### src/rtl/pbc_pkg.sv
package pbc_pkg;
   localparam int unsigned N_BANKS = 4;
   localparam int unsigned BANK_PINS [N_BANKS] = '{2, 4, 4, 6};

   localparam int unsigned LEVEL_BASE = 'h170;
   localparam int unsigned MODE_BASE  = 'h180;
   localparam int unsigned STYLE_ADDR = 'h190;

   localparam int unsigned MODE_IN  = 'h1;
   localparam int unsigned MODE_OUT = 'h8;

   function automatic int unsigned pin_base(int unsigned bank);
      int unsigned acc;
      acc = 0;
      for (int unsigned k = 0; k < N_BANKS; k++)
         if (k < bank) acc += BANK_PINS[k];
      return acc;
   endfunction

   function automatic int unsigned total_pins();
      return pin_base(N_BANKS);
   endfunction
endpackage

### src/rtl/pbc_sync.sv
module pbc_sync #(
   parameter int unsigned WIDTH  = 16,
   parameter int unsigned STAGES = 2
) (
   input  logic             clk,
   input  logic             rst_n,
   input  logic [WIDTH-1:0] d,
   output logic [WIDTH-1:0] q
);
   if (STAGES < 2) begin : g_bad_stages
      $error("pbc_sync needs at least two stages");
   end

   logic [WIDTH-1:0] stage_q [STAGES];
   logic [1:0]       warm_q;

   always_ff @(posedge clk or negedge rst_n) begin
      if (!rst_n) begin
         for (int s = 0; s < STAGES; s++) stage_q[s] <= '0;
         warm_q <= '0;
      end else begin
         stage_q[0] <= d;
         for (int s = 1; s < STAGES; s++) stage_q[s] <= stage_q[s-1];
         if (warm_q != 2'd3) warm_q <= warm_q + 2'd1;
      end
   end

   assign q = stage_q[STAGES-1];

   // each stage carries the previous stage's value by one edge
   p_first_stage_r2: assert property (@(posedge clk) disable iff (!rst_n)
      (warm_q != 2'd0) |-> stage_q[0] == $past(d));
   for (genvar s = 1; s < STAGES; s++) begin : g_chain_chk
      p_chain_r2: assert property (@(posedge clk) disable iff (!rst_n)
         (warm_q != 2'd0) |-> stage_q[s] == $past(stage_q[s-1]));
   end
endmodule

### src/rtl/pbc_bank.sv
module pbc_bank
   import pbc_pkg::*;
#(
   parameter int unsigned NPINS  = 2,
   parameter int unsigned DATA_W = 32,
   parameter int unsigned MODE_W = 4
) (
   input  logic              clk,
   input  logic              rst_n,
   input  logic              level_we,
   input  logic              mode_we,
   input  logic [DATA_W-1:0] wdata,
   input  logic [NPINS-1:0]  pin_sync,
   output logic [DATA_W-1:0] level_rd,
   output logic [DATA_W-1:0] mode_rd,
   output logic [NPINS-1:0]  level_o,
   output logic [NPINS-1:0]  drive_o
);
   localparam int unsigned MODE_BITS = NPINS * MODE_W;
   localparam logic [MODE_W-1:0] CODE_IN  = MODE_W'(MODE_IN);
   localparam logic [MODE_W-1:0] CODE_OUT = MODE_W'(MODE_OUT);

   if (MODE_BITS > DATA_W || NPINS == 0) begin : g_bad_width
      $error("pbc_bank: mode field does not fit the data word");
   end

   logic [MODE_BITS-1:0] mode_q;
   logic [NPINS-1:0]     level_q;
   logic [NPINS-1:0]     rd_bits;

   always_ff @(posedge clk or negedge rst_n) begin
      if (!rst_n) begin
         mode_q  <= {NPINS{CODE_IN}};
         level_q <= '0;
      end else begin
         if (mode_we)  mode_q  <= wdata[MODE_BITS-1:0];
         if (level_we) level_q <= wdata[NPINS-1:0];
      end
   end

   for (genvar i = 0; i < NPINS; i++) begin : g_pin
      logic [MODE_W-1:0] code;
      assign code       = mode_q[i*MODE_W +: MODE_W];
      assign drive_o[i] = (code == CODE_OUT);
      assign rd_bits[i] = (code == CODE_IN) ? pin_sync[i] : level_q[i];
   end

   assign level_o  = level_q;
   assign level_rd = DATA_W'(rd_bits);
   assign mode_rd  = DATA_W'(mode_q);

   // mode field only moves on a mode write
   p_mode_hold_r5: assert property (@(posedge clk) disable iff (!rst_n)
      !mode_we |=> $stable(mode_q));
   // stored level only moves on a level write, whatever the mode
   p_level_hold_r8: assert property (@(posedge clk) disable iff (!rst_n)
      !level_we |=> $stable(level_q));
endmodule

### src/rtl/pin_bank_ctrl.sv
module pin_bank_ctrl
   import pbc_pkg::*;
#(
   parameter int unsigned NUM_PINS    = 16,
   parameter int unsigned DATA_W      = 32,
   parameter int unsigned ADDR_W      = 12,
   parameter int unsigned MODE_W      = 4,
   parameter int unsigned SYNC_STAGES = 2
) (
   input  logic              clk,
   input  logic              rst_n,
   input  logic              bus_wr,
   input  logic [ADDR_W-1:0] bus_addr,
   input  logic [DATA_W-1:0] bus_wdata,
   output logic [DATA_W-1:0] bus_rdata,
   input  logic [NUM_PINS-1:0] pad_in,
   output logic [NUM_PINS-1:0] pad_oe,
   output logic [NUM_PINS-1:0] pad_out
);
   localparam logic [ADDR_W-1:0] STYLE_A = ADDR_W'(STYLE_ADDR);

   if (NUM_PINS != total_pins() || NUM_PINS > DATA_W) begin : g_bad_pins
      $error("pin_bank_ctrl: pin count does not match the bank layout");
   end

   logic [NUM_PINS-1:0] sync_q;
   logic [NUM_PINS-1:0] level_all;
   logic [NUM_PINS-1:0] drive_all;
   logic [NUM_PINS-1:0] style_q;
   logic [DATA_W-1:0]   bank_level_rd [N_BANKS];
   logic [DATA_W-1:0]   bank_mode_rd  [N_BANKS];
   logic                style_we;

   pbc_sync #(.WIDTH(NUM_PINS), .STAGES(SYNC_STAGES)) i_sync (
      .clk   (clk),
      .rst_n (rst_n),
      .d     (pad_in),
      .q     (sync_q)
   );

   for (genvar b = 0; b < N_BANKS; b++) begin : g_bank
      localparam int unsigned BASE = pin_base(b);
      localparam int unsigned NP   = BANK_PINS[b];
      localparam logic [ADDR_W-1:0] LVL_A = ADDR_W'(LEVEL_BASE + 4*b);
      localparam logic [ADDR_W-1:0] MOD_A = ADDR_W'(MODE_BASE + 4*b);

      pbc_bank #(.NPINS(NP), .DATA_W(DATA_W), .MODE_W(MODE_W)) i_bank (
         .clk      (clk),
         .rst_n    (rst_n),
         .level_we (bus_wr && bus_addr == LVL_A),
         .mode_we  (bus_wr && bus_addr == MOD_A),
         .wdata    (bus_wdata),
         .pin_sync (sync_q[BASE +: NP]),
         .level_rd (bank_level_rd[b]),
         .mode_rd  (bank_mode_rd[b]),
         .level_o  (level_all[BASE +: NP]),
         .drive_o  (drive_all[BASE +: NP])
      );
   end

   assign style_we = bus_wr && bus_addr == STYLE_A;

   always_ff @(posedge clk or negedge rst_n) begin
      if (!rst_n)        style_q <= '0;
      else if (style_we) style_q <= bus_wdata[NUM_PINS-1:0];
   end

   always_comb begin
      bus_rdata = '0;
      for (int b = 0; b < N_BANKS; b++) begin
         if (bus_addr == ADDR_W'(LEVEL_BASE + 4*b)) bus_rdata = bank_level_rd[b];
         if (bus_addr == ADDR_W'(MODE_BASE + 4*b))  bus_rdata = bank_mode_rd[b];
      end
      if (bus_addr == STYLE_A) bus_rdata = DATA_W'(style_q);
   end

   for (genvar p = 0; p < NUM_PINS; p++) begin : g_pad
      assign pad_oe[p]  = drive_all[p] & (style_q[p] ? ~level_all[p] : 1'b1);
      assign pad_out[p] = drive_all[p] & ~style_q[p] & level_all[p];

      // an open-drain pin at level 1 is released
      p_od_release_r4: assert property (@(posedge clk) disable iff (!rst_n)
         (style_q[p] && level_all[p]) |-> !pad_oe[p]);
      // a pin presenting a high value is always enabled
      p_high_enabled_r3: assert property (@(posedge clk) disable iff (!rst_n)
         pad_out[p] |-> pad_oe[p]);
   end

   // drive-style bits only change on a write to their address
   p_style_hold_r9: assert property (@(posedge clk) disable iff (!rst_n)
      !style_we |=> $stable(style_q));
endmodule

### config.mk
export PLATFORM = sky130hd
export DESIGN_NAME = pin_bank_ctrl
export DESIGN_NICKNAME = d
export VERILOG_FILES = /design/src/rtl/pbc_pkg.sv /design/src/rtl/pbc_sync.sv /design/src/rtl/pbc_bank.sv /design/src/rtl/pin_bank_ctrl.sv
export SDC_FILE = /design/constraint.sdc
export NUM_CORES = 1
export LEC_CHECK = 0
export BUFFER_PORTS_ARGS = -buffer_cell sky130_fd_sc_hd__buf_4
export CAP_MARGIN = 20
export CORE_UTILIZATION = 55
export CTS_CLUSTER_DIAMETER = 100
export DETAILED_ROUTE_END_ITERATION = 12
export PLACE_DENSITY = 0.9
export SYNTH_ARGS = -nofsm -noshare
export SYNTH_HDL_FRONTEND = slang
export SYNTH_SLANG_ARGS = --single-unit
### constraint.sdc
create_clock -name clk -period 2.14 [get_ports clk]
set_input_delay 0.107 -clock clk [delete_from_list [all_inputs] [get_ports clk]]
set_output_delay 0.107 -clock clk [all_outputs]
set_load 0.005 [all_outputs]
==> flow_metrics.py, run 1 <==
metrics = {
    "drt": {
        "dr.pass1.iters": 6,
        "antenna_left": 0,
        "vias_per_cell": 6.36,
        "drc": 0,
        "routed_wl_mm": 19.0,
        "avgRoutedWirePerCell_um": 23.8,
        "drt_iter0_drc": 562,
        "vias": 5078,
    },
    "finish": {
        "mostFrequentLayoutCell": "buf_4",
        "post-route-util": 0.810,
        "diodes": 0,
        "syn_to_final_growth_pct": 41.5,
        "final_cell_mix": "137 x buf_4, 104 x dfrtp_1, 79 x mux2_2, 41 x dlygate4sd3_1, 24 x a21oi_1",
        "drive_gt1_frac": 0.522,
        "fin_nets": 713,
    },
    "sta": {
        "rsz0062_at_grt": "yes",
        "skew_ns": 0.0104,
        "slew_viol_final": 0,
        "finalCritPeriodShare": 1.23,
        "min_period_ns": 2.63,
        "setup_ws_ns": -0.489,
        "setup-violations-final": 8,
        "worstMarginPinSlew_ns": 0.656,
        "fin_tns_setup_ns": -1.92,
        "finalHoldViolations": 0,
        "fmax_ghz": 0.380,
        "maxSlewHeadroom": 0.561,
    },
    "setup_path": {
        "r2r-end": "g_bank[1].i_bank.mode_q[10]",
        "cpPeakStageDelay_ns": 0.54,
        "critPathKind": "register to output pin",
        "r2r_start": "g_bank[1].i_bank.mode_q[10]",
        "cp_cell_sequence": "nor4b_4, buf_4, mux2i_4, o21ai_1, a222oi_1, o221ai_1, o221a_2, buf_6",
        "crit_slowest_cell": "dfstp_2",
        "cp_max_fo": 2,
        "cp_top_family": "compound AO/OA/AOI/OAI gates",
        "reg2reg_depth": 3,
        "crit_arrival_ns": 2.52,
        "cp.required_ns": 2.03,
        "end_kind": "output pin",
        "rrSetupSlack_ns": 0.99,
        "start_kind": "register",
        "path_buf_inv": 2,
    },
    "die": {
        "initial_core_util": 0.573,
        "io_pins": 127,
        "dieArea_um2": 11300,
        "core_um2": 10500,
        "dieHeight_um": 106,
        "die_w_um": 106,
        "rows": 37,
    },
    "clock_network": {
        "htree_levels": 4,
        "root_buffer": "clkbuf_8",
        "cts.clk_slew.worst_paths_ns": 0.07,
        "clk_latency_ns": 0.53,
        "cts_tree": "built",
        "cts.sinks": 128,
        "cts_buffer_depth": 2,
        "cts-buffers-inserted": 17,
    },
    "yosys": {
        "ys_async_sr_fraction": 1.00,
        "synth.top_cells.by_area": "dfrtp_1 47%, mux2_2 15%, dfstp_2 7.0%",
        "synth_top_cell_by_area": "dfrtp_1",
        "synth_seq_cells": 128,
        "synth_flop_cell": "dfrtp_1",
        "synth_cells": 465,
        "synth_top_area_frac": 0.468,
        "synth_area_um2": 5990,
        "yosysWarnings": 0,
        "ys_seq_area_frac": 0.538,
        "syn_avg_cell_area_um2": 12.9,
        "synth_cell_types": 46,
        "synth_edf_count": 0,
    },
    "placed_design": {
        "hpwl_mm": 11.2,
        "place.port_buffers": 110,
        "gp_congestion": 0.903,
    },
    "hold_path": {
        "hold_class": "primary input to async pin",
    },
    "global_route": {
        "grt_usage": 0.336,
        "grt_overflow": 0,
        "grt_pass1_vias": 5110,
        "grt_max_degree": 75,
        "grt_pass1_wl_mm": 28.1,
        "antenna_found_initial": 0,
    },
    "power_and_ir_drop": {
        "p_int_w": 0.00417,
        "p_clk_frac": 0.492,
        "leakage_nw": 3.97,
        "p_switching_w": 0.00132,
        "power_density_nw_per_um2": 647,
        "switching_share": 0.240,
        "ir_worst_vdd_mv": 0.590,
        "combPwrFrac": 0.055,
        "seq_power_share": 0.453,
    },
    "run_status": {
        "status": "finished with violations",
        "violations": "negative setup slack",
    },
    "run": {
        "cap_violations": 0,
    },
}
## sequential cells by signal (all words and copies together), names as in the netlist
name,cells
i_sync.stage_q,16
style_q,16
g_bank.i_bank.level_o,16
i_sync.q,16
g_bank.i_bank.mode_q,64
## power groups by stage
stage | clock, W | combinational [W] | sequential, W
global route | 0.00283 | 0.000320 | 0.00249
detailed placement | 0 | 0.000226 | 0.00252
finish | 0.00270 | 0.000299 | 0.00248
CTS | 0.00269 | 0.000292 | 0.00248
floorplan | 0 | 0.0000548 | 0.00251
global placement | 0 | 0.000220 | 0.00252
## worst max path at each step
| stage | from | end | slack, ns | cells past startpoint |
|---|---|---|---|---|
| after global placement | g_bank[1].i_bank.mode_q[12] | bus_rdata[3] | 0.04 | 7 |
| final | g_bank[1].i_bank.mode_q[8] | bus_rdata[2] | -0.49 | 8 |
| after detailed placement | g_bank[1].i_bank.mode_q[8] | bus_rdata[2] | -0.08 | 8 |
| after floorplan | g_bank[1].i_bank.mode_q[8] | bus_rdata[2] | 0.40 | 6 |
| after global routing | g_bank[1].i_bank.mode_q[8] | bus_rdata[2] | -0.56 | 8 |
| after CTS | g_bank[1].i_bank.mode_q[8] | bus_rdata[2] | -0.47 | 8 |
## stage by stage
stage	hold WS, ns	total power [W]	instance area (um2)	setup slack [ns]	std cells
4_1_cts	0.0200	0.00547	8300	-0.471	793
2_1_floorplan	-0.189	0.00257	6020	0.400	472
6_report	0.0243	0.00548	8480	-0.489	799
3_5_place_dp	0.0275	0.00275	7050	-0.0836	714
5_1_grt	0.0270	0.00563	8480	-0.563	799
3_3_place_gp	0.0263	0.00274	7050	0.0366	714
## worst register-to-register path, cell delays in order, from the launching register on
cell and delay, ns:
dfrtp_1 0.42, buf_4 0.16, buf_6 0.11, mux2_1 0.33
## Yosys cell counts, types with 3 or more instances
master / number
dfstp_2: 16
o22ai_1: 5
a21oi_1: 28
or4b_2: 16
nor4b_1: 16
nand4_1: 3
clkbuf_1: 3
nor2_1: 18
a22oi_1: 4
nor3b_1: 16
and3_1: 11
and2_1: 3
o21ai_0: 14
or3_1: 3
a31oi_1: 3
mux2_2: 80
mux2i_1: 11
mux2_1: 20
buf_4: 10
a222oi_1: 12
nand2_1: 14
buf_2: 11
nand3_1: 7
dfrtp_1: 112
## area by class of cell
type,instances,area [um2]
Sequential cell,128,3230
Multi-Input combinational cell,316,2970
Fill cell,545,1980
Timing Repair Buffer,185,1540
Clock buffer,18,418
Tap cell,136,170
Clock inverter,14,134
Inverter,2,7.51
## repair_timing
| item | 4_1_cts | 5_1_grt |
|---|---|---|
| hold endpoints to repair | 228 | 0 |
| pin swaps | 16 | 16 |
| buffers inserted | 6 | 7 |
| gates cloned | 0 | 0 |
| setup endpoints to repair | 16 | 29 |
| hold buffers | 41 | 0 |
| resized for setup | 47 | 33 |
## cells by family after synthesis
group           synth area share
flops                      0.538
buf+inv                   0.0286
simple gates               0.145
mux                        0.206
compound gates            0.0820
other cells             0.000626
## routing by layer
metal | part of all wire | up-vias | track usage | wire length (um)
met5 | 0 | - | 0 | 0
met4 | 0.035 | 0 | 0.147 | 664
met3 | 0.078 | 60 | 0.0760 | 1490
met2 | 0.49 | 311 | 0.545 | 9360
met1 | 0.39 | 2569 | 0.434 | 7490
li1 | - | 2138 | - | -
(Power assumes the default switching activity.)
==> run 2, diff against run 1 <==
Settings changed: CORE_UTILIZATION 55 to 49, PLACE_DENSITY 0.9 to 0.86, TNS_END_PERCENT set to 1.
Clock period 2.14 ns to 2.2 ns, I/O delays scaled along.
==> flow_metrics.py, run 2 (synthesis results as in run 1) <==
metrics = {
    "setup_path": {
        "r2r_start": "style_q[9]",
        "cp.required_ns": 2.09,
        "start_kind": "register",
        "cp_cell_sequence": "nor4b_4, mux2i_2, o21ai_1, a222oi_1, o221ai_1, o221a_2, buf_6",
        "cp_top_family": "compound AO/OA/AOI/OAI gates",
        "rrSetupSlack_ns": 1.31,
        "reg2reg_depth": 1,
        "r2r-end": "style_q[9]",
        "path_buf_inv": 1,
        "crit_arrival_ns": 2.37,
        "cp_max_fo": 2,
        "crit_slowest_cell": "dfstp_2",
        "end_kind": "output pin",
        "critPathKind": "register to output pin",
        "cpPeakStageDelay_ns": 0.54,
    },
    "drt": {
        "dr.pass1.iters": 5,
        "drc": 0,
        "vias": 4763,
        "vias_per_cell": 6.04,
        "drt_iter0_drc": 507,
        "routed_wl_mm": 17.0,
        "antenna_left": 0,
        "avgRoutedWirePerCell_um": 21.5,
    },
    "hold_path": {
        "hold_start": "bus_wdata[3]",
        "min_to": "g_bank[1].i_bank.mode_q[3]",
        "hold_depth": 2,
        "hold_class": "primary input to register",
    },
    "run": {
        "cap_violations": 0,
    },
    "clock_network": {
        "cts_tree": "built",
        "htree_levels": 4,
        "clk_latency_ns": 0.42,
        "root_buffer": "clkbuf_16",
        "cts.sinks": 128,
        "cts-buffers-inserted": 17,
        "cts.clk_slew.worst_paths_ns": 0.06,
        "cts_buffer_depth": 2,
    },
    "power_and_ir_drop": {
        "p_int_w": 0.00440,
        "p_clk_frac": 0.517,
        "leakage_nw": 3.85,
        "seq_power_share": 0.433,
        "p_switching_w": 0.00118,
        "combPwrFrac": 0.049,
        "power_density_nw_per_um2": 685,
        "switching_share": 0.211,
        "ir_worst_vdd_mv": 0.436,
    },
    "sta": {
        "skew_ns": 0.00225,
        "setup_ws_ns": -0.279,
        "finalCritPeriodShare": 1.13,
        "fin_hold_ws_ns": 0.0381,
        "slew_viol_final": 0,
        "worstMarginPinSlew_ns": 0.635,
        "setup-violations-final": 4,
        "maxSlewHeadroom": 0.575,
        "fmax_ghz": 0.403,
        "min_period_ns": 2.48,
        "rsz0062_at_grt": "yes",
        "finalHoldViolations": 0,
    },
    "die": {
        "io_pins": 127,
        "die_w_um": 113,
        "dieArea_um2": 12700,
        "rows": 40,
        "dieHeight_um": 113,
        "initial_core_util": 0.501,
        "core_um2": 12000,
    },
    "global_route": {
        "grt_overflow": 0,
        "grt_max_degree": 79,
        "antenna_found_initial": 0,
        "grt_usage": 0.279,
        "grt_pass1_vias": 4860,
        "grt_pass1_wl_mm": 26.4,
    },
    "run_status": {
        "status": "finished with violations",
        "violations": "negative setup slack",
    },
    "finish": {
        "largest_reg_flops": 64,
        "syn_to_final_growth_pct": 35.8,
        "final_cells": 789,
        "diodes": 0,
        "mostFrequentLayoutCell": "buf_4",
        "final_cell_mix": "125 x buf_4, 109 x dfrtp_1, 80 x mux2_2, 37 x dlygate4sd3_1, 26 x a21oi_1",
        "fin_nets": 692,
        "largest_register": "g_bank.i_bank.mode_q",
        "drive_gt1_frac": 0.472,
        "post-route-util": 0.680,
    },
    "placed_design": {
        "hpwl_mm": 11.3,
        "place.port_buffers": 110,
        "gp_congestion": 0.928,
        "place_inst": 718,
    },
}
[run 2: cell count changes in the layout (fill, tap and decap cells not counted), sizes merged]
cell	before	now
dlygate4sd3	41	37
inv	7	2
bufinv	1	3
buf	144	127
clkinvlp	5	3
clkbuf	18	23
[run 2: worst max path at each step]
stage / start / end / cells past startpoint
detailed placement: g_bank[1].i_bank.mode_q[12] / bus_rdata[3] / 7
global placement: g_bank[1].i_bank.mode_q[8] / bus_rdata[2] / 7
finish: g_bank[1].i_bank.mode_q[12] / bus_rdata[3] / 7
floorplan: g_bank[1].i_bank.mode_q[8] / bus_rdata[2] / 6
global route: g_bank[1].i_bank.mode_q[12] / bus_rdata[3] / 7
CTS: g_bank[1].i_bank.mode_q[12] / bus_rdata[3] / 7
[run 2: per-layer routing]
layer | vias up | GRT usage | share of wire
met2 | 241 | 0.440 | 0.48
met3 | 48 | 0.0632 | 0.075
met4 | 0 | 0.140 | 0.040
met1 | 2377 | 0.362 | 0.41
li1 | 2097 | - | -
met5 | - | 0 | 0
[run 2: power groups by stage]
stage | clock (W) | sequential, W | combinational [W]
floorplan | 0 | 0.00245 | 0.0000534
global placement | 0 | 0.00245 | 0.000212
detailed placement | 0 | 0.00245 | 0.000217
CTS | 0.00290 | 0.00242 | 0.000272
global route | 0.00301 | 0.00242 | 0.000297
finish | 0.00288 | 0.00242 | 0.000275
[run 2: final cells by class]
class | instances | area, um2
Fill cell | 785 | 3820
Sequential cell | 128 | 3230
Multi-Input combinational cell | 316 | 2770
Timing Repair Buffer | 164 | 1340
Clock buffer | 23 | 478
Tap cell | 147 | 184
Clock inverter | 9 | 131
Inverter | 2 | 7.51
[run 2: per-stage QoR]
step           total power [W]  setup TNS [ns]  worst slack (ns)  cell area, um2
6_report               0.00557          -0.895            -0.279            8140
5_1_grt                0.00573           -1.27            -0.332            8140
4_1_cts                0.00559          -0.930            -0.285            8080
3_5_place_dp           0.00267         -0.0357           -0.0357            6990
3_3_place_gp           0.00266               0            0.0553            6990
2_1_floorplan          0.00250               0             0.457            6020
[run 2: what timing repair did]
item,in CTS,in global routing
buffers inserted,1,1
hold endpoints to repair,98,0
gates resized for setup,20,12
setup endpoints to repair,6,8
pin swaps,4,5
hold buffers,37,0
